File: config.mk
export PLATFORM = sky130hd
export DESIGN_NAME = spi_clock_regs
export DESIGN_NICKNAME = d
export VERILOG_FILES = /design/src/rtl/scr_pkg.sv /design/src/rtl/scr_spi_port.sv /design/src/rtl/scr_timekeeper.sv /design/src/rtl/spi_clock_regs.sv
export SDC_FILE = /design/constraint.sdc
export NUM_CORES = 1
export LEC_CHECK = 0
export ABC_AREA = 1
export BUFFER_PORTS_ARGS = -buffer_cell sky130_fd_sc_hd__clkbuf_2
export CAP_MARGIN = 20
export CELL_PAD_IN_SITES_DETAIL_PLACEMENT = 1
export CELL_PAD_IN_SITES_GLOBAL_PLACEMENT = 2
export CORE_UTILIZATION = 40
export CTS_CLUSTER_DIAMETER = 40
export DETAILED_ROUTE_END_ITERATION = 10
export PLACE_DENSITY_LB_ADDON = 0.1
export SLEW_MARGIN = 10
export SYNTH_ARGS = -nofsm -noshare
export SYNTH_HDL_FRONTEND = slang
export SYNTH_HIERARCHICAL = 1
export SYNTH_SLANG_ARGS = --single-unit
export TNS_END_PERCENT = 5
File: constraint.sdc
create_clock -name clk -period 3.85 [get_ports clk]
set_clock_uncertainty 0.05 [all_clocks]
set_input_delay 0.385 -clock clk [delete_from_list [all_inputs] [get_ports clk]]
set_output_delay 0.385 -clock clk [all_outputs]
set_load 0.01 [all_outputs]
File: src/rtl/scr_pkg.sv
`timescale 1ns/1ps
// Shared address map and BCD helpers for the clock-calendar register slave.
// Assumes two-digit packed BCD fields throughout.
package scr_pkg;
    localparam int          AW          = 7;
    localparam logic [6:0]  A_YEAR      = 7'h06;
    localparam logic [6:0]  A_ALM_FIRST = 7'h07;
    localparam logic [6:0]  A_ALM_LAST  = 7'h0E;
    localparam logic [6:0]  A_CTRL      = 7'h0F;
    localparam logic [6:0]  A_CHRG      = 7'h11;
    localparam logic [6:0]  A_LOW_TOP   = 7'h1F;
    localparam logic [6:0]  A_RAM_BASE  = 7'h20;
    localparam int          LOCK_BIT    = 6;
    localparam int          ALM_BYTES   = 8;

    // Packed-BCD increment of a two-digit byte without range wrap.
    function automatic logic [7:0] bcd_inc(input logic [7:0] v);
        return (v[3:0] == 4'd9) ? {v[7:4] + 4'd1, 4'd0} : v + 8'd1;
    endfunction

    // Last valid day (BCD) of a BCD month, leap when the BCD year is a multiple of 4.
    function automatic logic [7:0] last_day(input logic [7:0] mon, input logic [7:0] yr);
        logic leap;
        leap = yr[4] ? (yr[3:0] == 4'd2 || yr[3:0] == 4'd6)
                     : (yr[3:0] == 4'd0 || yr[3:0] == 4'd4 || yr[3:0] == 4'd8);
        case (mon)
            8'h02:                    return leap ? 8'h29 : 8'h28;
            8'h04, 8'h06, 8'h09, 8'h11: return 8'h30;
            default:                  return 8'h31;
        endcase
    endfunction
endpackage

File: src/rtl/scr_spi_port.sv
`timescale 1ns/1ps
// Serial front end: detects clock edges in the system clock domain,
// assembles command/data bytes MSB first on falling serial clock and
// shifts the supplied read byte out on rising serial clock.
// Assumes each serial half period spans at least three system clocks.
module scr_spi_port (
    input  logic       clk,
    input  logic       rst_n,
    input  logic       ce,
    input  logic       sck,
    input  logic       mosi,
    input  logic [7:0] tx_byte,
    output logic       ce_q,
    output logic       ce_rise,
    output logic       rx_valid,
    output logic [7:0] rx_byte,
    output logic       miso
);
    logic       sck_q;
    logic [2:0] bit_cnt;
    logic [6:0] rx_sh;
    logic [6:0] tx_sh;
    logic       sck_rise;
    logic       sck_fall;

    assign sck_rise = ce & ~sck_q & sck;
    assign sck_fall = ce & sck_q & ~sck;
    assign ce_rise  = ce & ~ce_q;

    // Keep one-cycle history of select and serial clock.
    always_ff @(posedge clk) begin
        if (!rst_n) begin
            sck_q <= 1'b0;
            ce_q  <= 1'b0;
        end else begin
            sck_q <= sck;
            ce_q  <= ce;
        end
    end

    // Collect eight input bits and flag each completed byte for one cycle.
    always_ff @(posedge clk) begin
        if (!rst_n) begin
            bit_cnt  <= '0;
            rx_sh    <= '0;
            rx_valid <= 1'b0;
            rx_byte  <= '0;
        end else begin
            rx_valid <= 1'b0;
            if (!ce) begin
                bit_cnt <= '0;
            end else if (sck_fall) begin
                rx_sh   <= {rx_sh[5:0], mosi};
                bit_cnt <= bit_cnt + 3'd1;
                if (bit_cnt == 3'd7) begin
                    rx_valid <= 1'b1;
                    rx_byte  <= {rx_sh, mosi};
                end
            end
        end
    end

    // Present the next output bit on each rising serial clock.
    always_ff @(posedge clk) begin
        if (!rst_n) begin
            miso  <= 1'b0;
            tx_sh <= '0;
        end else if (!ce) begin
            miso <= 1'b0;
        end else if (sck_rise) begin
            if (bit_cnt == 3'd0) begin
                miso  <= tx_byte[7];
                tx_sh <= tx_byte[6:0];
            end else begin
                miso  <= tx_sh[6];
                tx_sh <= {tx_sh[5:0], 1'b0};
            end
        end
    end
endmodule

File: src/rtl/scr_timekeeper.sv
`timescale 1ns/1ps
// Calendar counter: seven BCD bytes advanced by a one-second strobe with
// full carry chain, 12/24-hour handling and leap years. A strobe seen while
// hold is high is remembered and applied once hold drops.
// Assumes writes only arrive while hold is high.
module scr_timekeeper
    import scr_pkg::*;
(
    input  logic        clk,
    input  logic        rst_n,
    input  logic        tick,
    input  logic        hold,
    input  logic        we,
    input  logic [2:0]  idx,
    input  logic [7:0]  wdata,
    output logic [7:0]  rdata,
    output logic        adv,
    output logic [55:0] time_flat
);
    logic [7:0] sec, min, hr, dow, dat, mon, yr;
    logic [7:0] n_sec, n_min, n_hr, n_dow, n_dat, n_mon, n_yr;
    logic       c_min, c_hr, c_day, c_mon, c_yr;
    logic       pend;

    assign adv       = (tick | pend) & ~hold;
    assign time_flat = {yr, mon, dat, dow, hr, min, sec};

    // Compute the calendar one second later.
    always_comb begin
        n_sec = sec; n_min = min; n_hr = hr; n_dow = dow;
        n_dat = dat; n_mon = mon; n_yr = yr;
        c_day = 1'b0; c_mon = 1'b0; c_yr = 1'b0;
        c_min = (sec == 8'h59);
        n_sec = c_min ? 8'h00 : bcd_inc(sec);
        c_hr  = c_min && (min == 8'h59);
        if (c_min) n_min = (min == 8'h59) ? 8'h00 : bcd_inc(min);
        if (c_hr) begin
            if (hr[6]) begin
                if (hr[4:0] == 5'h12) begin
                    n_hr = {hr[7:5], 5'h01};
                end else if (hr[4:0] == 5'h11) begin
                    n_hr  = {hr[7:6], ~hr[5], 5'h12};
                    c_day = hr[5];
                end else begin
                    n_hr = bcd_inc(hr);
                end
            end else if (hr[5:0] == 6'h23) begin
                n_hr  = {hr[7:6], 6'h00};
                c_day = 1'b1;
            end else begin
                n_hr = bcd_inc(hr);
            end
        end
        if (c_day) begin
            n_dow = (dow == 8'h07) ? 8'h01 : dow + 8'd1;
            c_mon = (dat == last_day(mon, yr));
            n_dat = c_mon ? 8'h01 : bcd_inc(dat);
        end
        if (c_mon) begin
            c_yr  = (mon == 8'h12);
            n_mon = c_yr ? 8'h01 : bcd_inc(mon);
        end
        if (c_yr) n_yr = (yr == 8'h99) ? 8'h00 : bcd_inc(yr);
    end

    // Remember a deferred strobe, then step the calendar or take a host write.
    always_ff @(posedge clk) begin
        if (!rst_n) begin
            sec <= 8'h00; min <= 8'h00; hr <= 8'h00; dow <= 8'h01;
            dat <= 8'h01; mon <= 8'h01; yr <= 8'h00; pend <= 1'b0;
        end else begin
            pend <= (tick | pend) & hold;
            if (adv) begin
                sec <= n_sec; min <= n_min; hr <= n_hr; dow <= n_dow;
                dat <= n_dat; mon <= n_mon; yr <= n_yr;
            end else if (we) begin
                case (idx)
                    3'd0:    sec <= wdata & 8'h7F;
                    3'd1:    min <= wdata & 8'h7F;
                    3'd2:    hr  <= wdata & 8'h7F;
                    3'd3:    dow <= wdata & 8'h07;
                    3'd4:    dat <= wdata & 8'h3F;
                    3'd5:    mon <= wdata & 8'h1F;
                    default: yr  <= wdata;
                endcase
            end
        end
    end

    // Select the calendar byte addressed by the host.
    always_comb begin
        case (idx)
            3'd0:    rdata = sec;
            3'd1:    rdata = min;
            3'd2:    rdata = hr;
            3'd3:    rdata = dow;
            3'd4:    rdata = dat;
            3'd5:    rdata = mon;
            default: rdata = yr;
        endcase
    end
endmodule

File: src/rtl/spi_clock_regs.sv
`timescale 1ns/1ps
// Clock-calendar register slave: serial command decode, auto-stepping
// pointer with two wrap regions, write lock, alarm/control/user storage,
// and the calendar counter.
// Assumes the serial lines are already synchronous to clk.
module spi_clock_regs
    import scr_pkg::*;
#(
    parameter int RAM_BYTES = 32
) (
    input  logic clk,
    input  logic rst_n,
    input  logic ce,
    input  logic sck,
    input  logic mosi,
    input  logic tick_1hz,
    output logic miso
);
    localparam int         RAM_AW  = (RAM_BYTES > 1) ? $clog2(RAM_BYTES) : 1;
    localparam logic [6:0] RAM_TOP = 7'(int'(A_RAM_BASE) + RAM_BYTES - 1);

    logic        ce_q, ce_rise, rx_valid;
    logic [7:0]  rx_byte, tx_byte, tk_rdata;
    logic        addr_phase, wr_mode;
    logic [6:0]  ptr_q, alm_off, ram_off;
    logic [7:0]  ctrl_q, chrg_q;
    logic [7:0]  alarm_q [ALM_BYTES];
    logic [7:0]  ram_q   [RAM_BYTES];
    logic        wr_ok, time_we, ram_hit, tk_adv;
    logic [55:0] time_flat;

    // Step the pointer, folding back at the end of each region.
    function automatic logic [6:0] step_ptr(input logic [6:0] p);
        if (p == A_LOW_TOP) return 7'h00;
        if (p == RAM_TOP)   return A_RAM_BASE;
        return p + 7'd1;
    endfunction

    assign alm_off = ptr_q - A_ALM_FIRST;
    assign ram_off = ptr_q - A_RAM_BASE;
    assign ram_hit = (ptr_q >= A_RAM_BASE) && (ptr_q <= RAM_TOP);
    assign wr_ok   = rx_valid & ~addr_phase & wr_mode
                   & ((ptr_q == A_CTRL) | ~ctrl_q[LOCK_BIT]);
    assign time_we = wr_ok & (ptr_q <= A_YEAR);

    scr_spi_port u_port (
        .clk(clk), .rst_n(rst_n), .ce(ce), .sck(sck), .mosi(mosi),
        .tx_byte(tx_byte), .ce_q(ce_q), .ce_rise(ce_rise),
        .rx_valid(rx_valid), .rx_byte(rx_byte), .miso(miso)
    );

    scr_timekeeper u_time (
        .clk(clk), .rst_n(rst_n), .tick(tick_1hz), .hold(ce | ce_q),
        .we(time_we), .idx(ptr_q[2:0]), .wdata(rx_byte),
        .rdata(tk_rdata), .adv(tk_adv), .time_flat(time_flat)
    );

    // Track command byte, direction and pointer within a transaction.
    always_ff @(posedge clk) begin
        if (!rst_n) begin
            addr_phase <= 1'b0;
            wr_mode    <= 1'b0;
            ptr_q      <= '0;
        end else if (ce_rise) begin
            addr_phase <= 1'b1;
        end else if (rx_valid) begin
            if (addr_phase) begin
                ptr_q      <= rx_byte[6:0];
                wr_mode    <= rx_byte[7];
                addr_phase <= 1'b0;
            end else begin
                ptr_q <= step_ptr(ptr_q);
            end
        end
    end

    // Store control, charger and alarm bytes on permitted writes.
    always_ff @(posedge clk) begin
        if (!rst_n) begin
            ctrl_q <= 8'h40;
            chrg_q <= 8'h00;
            for (int i = 0; i < ALM_BYTES; i++) alarm_q[i] <= 8'h00;
        end else if (wr_ok) begin
            if (ptr_q == A_CTRL) ctrl_q <= rx_byte;
            if (ptr_q == A_CHRG) chrg_q <= rx_byte;
            if (ptr_q >= A_ALM_FIRST && ptr_q <= A_ALM_LAST) alarm_q[alm_off[2:0]] <= rx_byte;
        end
    end

    // Store user RAM bytes on permitted writes (no reset on the array).
    always_ff @(posedge clk) begin
        if (wr_ok && ram_hit) ram_q[ram_off[RAM_AW-1:0]] <= rx_byte;
    end

    // Select the byte at the pointer for the next outgoing byte.
    always_comb begin
        tx_byte = 8'h00;
        if (ptr_q <= A_YEAR)          tx_byte = tk_rdata;
        else if (ptr_q <= A_ALM_LAST) tx_byte = alarm_q[alm_off[2:0]];
        else if (ptr_q == A_CTRL)     tx_byte = ctrl_q;
        else if (ptr_q == A_CHRG)     tx_byte = chrg_q;
        else if (ram_hit)             tx_byte = ram_q[ram_off[RAM_AW-1:0]];
    end
endmodule

==> run_results.csv <==
group,metric,value,unit
pwr,netSwitchingFraction,0.226,
clock_network,postCtsResizedCells,0,
timing,drv_slew,0,
pwr,pwr-share-comb,0.026,
route,routed.top_layer,"met4",
pwr,p_sw,2.72,mW
cells_and_area,final_cell_mix,"617 x nand2_1, 320 x edfxtp_1, 300 x nand3_1",
clock_network,cts_tree,"yes",
synthesis,async_flop_share,0,
cells_and_area,nets,2379,
setup_path,crit_path_start_kind,"flop",
synthesis,syn_area,0.0206,mm2
synthesis,syn_nets,2364,
setup_path,r2r_end,"ram_q[7][0]$_DFFE_PP_",
die,ioPinCount,7,
cells_and_area,final_common_cell,"nand2_1",
global_routing,grt_usage,0.247,
clock_network,cts.reportedPaths.clkPinSlew,0.05,ns
timing,hold_violations,0,
synthesis,yosysSeqAreaShare,0.578,
synthesis,synth.area.top_cells,"edfxtp_1 47%, dfxtp_1 11%, nand2_1 11%, nand3_1 7.3%, nor2_1 4.9%",
route,ant_nets,0,
timing,setup_slack,0.344,ns
setup_path,path_class,"reg -> reg",
outcome,status,"finished, final reports clean",
cells_and_area,fillers,5855,
pwr,pwr_density_cell,504,mW/mm2
pwr,power_frac_seq,0.425,
die,start_util,0.409,
setup_path,path_buf_inv,0,
cells_and_area,diodes,0,
synthesis,synth-seq-cells,436,
setup_path,cp.arrival,3.68,ns
synthesis,yosysWarnings,6,
setup_path,cp_slowest_cell,"nor2_1",
clock_network,htree_levels,3,
timing,setup_viol,0,
die,die_w,229,um
route,wl_met3,2230,um
setup_path,path_max_fanout,10,
timing,worst_hold_slack,0.0207,ns
placed_design,post_dp_cell_area,0.0213,mm2
clock_network,cts_made_buffers,74,
synthesis,synthCells,2332,
route,wl_met2,30900,um
pwr,peakVddDrop,347,uV
die,die-area,0.0525,mm2
timing,setup_tns,0,ns
placed_design,gp_congestion,0.880,
route,met1_length,29300,um
worst_hold_path,hold_depth,3,
die,die_h,229,um
setup_path,rr_worst_depth,9,
timing,worst_slew_pin_slew,0.854,ns
timing,fin_crit_sh,0.911,
die,core_area,0.0505,mm2
placed_design,dp_hpwl,42300,um
synthesis,synth_edf_count,320,
route,routed_wl,64100,um
route,vias,16273,
setup_path,path_cells,"ha_1, nand2_1, nor2_1, nand2_2, nand2_1, nand2_1, nor2_1, nand2_1, nor2_1",
clock_network,clk_path_buf_depth,3,
cells_and_area,drive_above_1_share,0.0963,
route,drc,0,
timing,max_freq,285,MHz
die,num_rows,82,
worst_hold_path,hp-class,"in -> reg",
pwr,p_int,9.30,mW
route,drtIter0Drc,884,
clock_network,cts-root-buf,"clkbuf_16",
synthesis,yosysTopAreaCell,"edfxtp_1",
synthesis,synth.distinct_cells,49,
timing,period_needed,3.51,ns
clock_network,cts_setup_buffers,0,
route,dr.pass1.iters,5,
global_routing,grt_overflow,0,
cells_and_area,area_growth,15.6,%
setup_path,regToRegStartpoint,"ptr_q[1]$_SDFFE_PN0P_",
global_routing,antenna_found_initial,0,
setup_path,crit_required,4.02,ns
setup_path,r2r_slack,0.34,ns
clock_network,clk_latency,0.61,ns
placed_design,place_ws,0.410,ns
global_routing,grt_start_max_net_pins,129,
global_routing,grt_pass1_wl,99600,um
synthesis,synth_top_area_frac,0.466,
clock_network,clock-sinks,436,
setup_path,critPathMostFrequentCell,"nand2_1",
global_routing,grt_pass1_vias,16843,
route,viasPerCell,5.28,
cells_and_area,final_area,0.0239,mm2
setup_path,endpoint_kind,"flop",
placed_design,io_buffer_count,6,
route,avgRoutedWirePerCell,20.8,um
timing,slew_headroom,0.428,
pwr,clkPwrFrac,0.549,
synthesis,syn_area_per_cell,8.85,um2
setup_path,crit_family,"simple AND/OR/NAND/NOR gates",
synthesis,synthFlopType,"edfxtp_1",
worst_hold_path,holdCritStartpoint,"mosi",
clock_network,hold_buffers,2,
timing,grt_setup_unrepaired,"false",
pwr,p_leak,9.01,nW
job,cap_violations,0,
setup_path,worst_path_largest_cell_delay,0.74,ns
worst_hold_path,whs_endpoint,"u_port/rx_sh[0]$_SDFFE_PN0P_",
[Yosys cell counts, types with 17 or more instances]
master	count
a21oi_1	119
a31oi_1	17
buf_1	17
clkbuf_1	61
dfxtp_1	116
edfxtp_1	320
ha_1	26
inv_1	178
nand2_1	617
nand2_2	18
nand3_1	300
nor2_1	271
nor3_1	23
o21ai_0	83
[registers in the layout (all words and copies together), names as in the netlist, 8 cells and up, named ones only]
signal          cells
chrg_q              8
u_port/rx_byte      8
u_time/hr           8
ram_q             256
u_time/dow          8
u_time/min          8
ctrl_q              8
u_time/dat          8
alarm_q            64
u_time/sec          8
u_time/yr           8
u_time/mon          8
[cells by family after synthesis]
family | count (synthesis) | synth area share
AOI/OAI and AO/OA | 285 | 0.0785
and+or+nand+nor | 1276 | 0.263
buffers and inverters | 294 | 0.0575
DFF | 436 | 0.578
adders and majority gates | 26 | 0.0158
xor gates and xnor gates | 15 | 0.00637
[final cells by class]
type                    count  area [um2]  area share
flip-flops and latches    436       11900       0.501
multi-input cells        1602        7510       0.315
clock buffers              85        1930      0.0811
well taps                 672         841      0.0353
inverters                 197         744      0.0312
clock inverters            52         578      0.0242
repair buffers             36         298      0.0125
[power groups by stage]
stage	Combinational (mW)	Sequential (mW)	Clock, mW
after detailed placement	0.311	5.20	0
final	0.314	5.11	6.60
after CTS	0.315	5.10	6.74
after global routing	0.353	5.11	6.92
after global placement	0.305	5.20	0
after floorplan	0.227	5.18	0
[how the worst max path moves through the flow]
stage	cells past startpoint	endpoint	startpoint	slack, ns
4_1_cts	9	ram_q[7][0]$_DFFE_PP_	ptr_q[1]$_SDFFE_PN0P_	0.34
6_report	9	ram_q[7][0]$_DFFE_PP_	ptr_q[1]$_SDFFE_PN0P_	0.34
3_5_place_dp	9	ram_q[7][6]$_DFFE_PP_	ptr_q[1]$_SDFFE_PN0P_	0.41
2_1_floorplan	10	alarm_q[6][0]$_SDFFCE_PN0P_	ptr_q[0]$_SDFFE_PN0P_	1.10
5_1_grt	9	ram_q[7][0]$_DFFE_PP_	ptr_q[1]$_SDFFE_PN0P_	0.10
3_3_place_gp	9	ram_q[7][3]$_DFFE_PP_	ptr_q[1]$_SDFFE_PN0P_	0.54
[stage by stage]
stage / utilization / cells / total power, mW
global placement: 0.422 / 2940 / 5.50
CTS: 0.472 / 3079 / 12.2
global route: 0.472 / 3080 / 12.4
floorplan: - / 2332 / 5.41
finish: 0.472 / 3080 / 12.0
detailed placement: 0.422 / 2940 / 5.51
[per-layer routing]
layer / vias up / global-route usage
met1: 7957 / 0.329
met5: - / 0
met3: 108 / 0.0315
met4: 0 / 0.0846
li1: 7925 / -
met2: 283 / 0.415
[tightest hold or removal path, delay by kind of cell]
family          cells  cell delay (ns)
simple gates        1             0.08
buf+inv             1             0.09
compound gates      1             0.08
(Power assumes the default switching activity.)
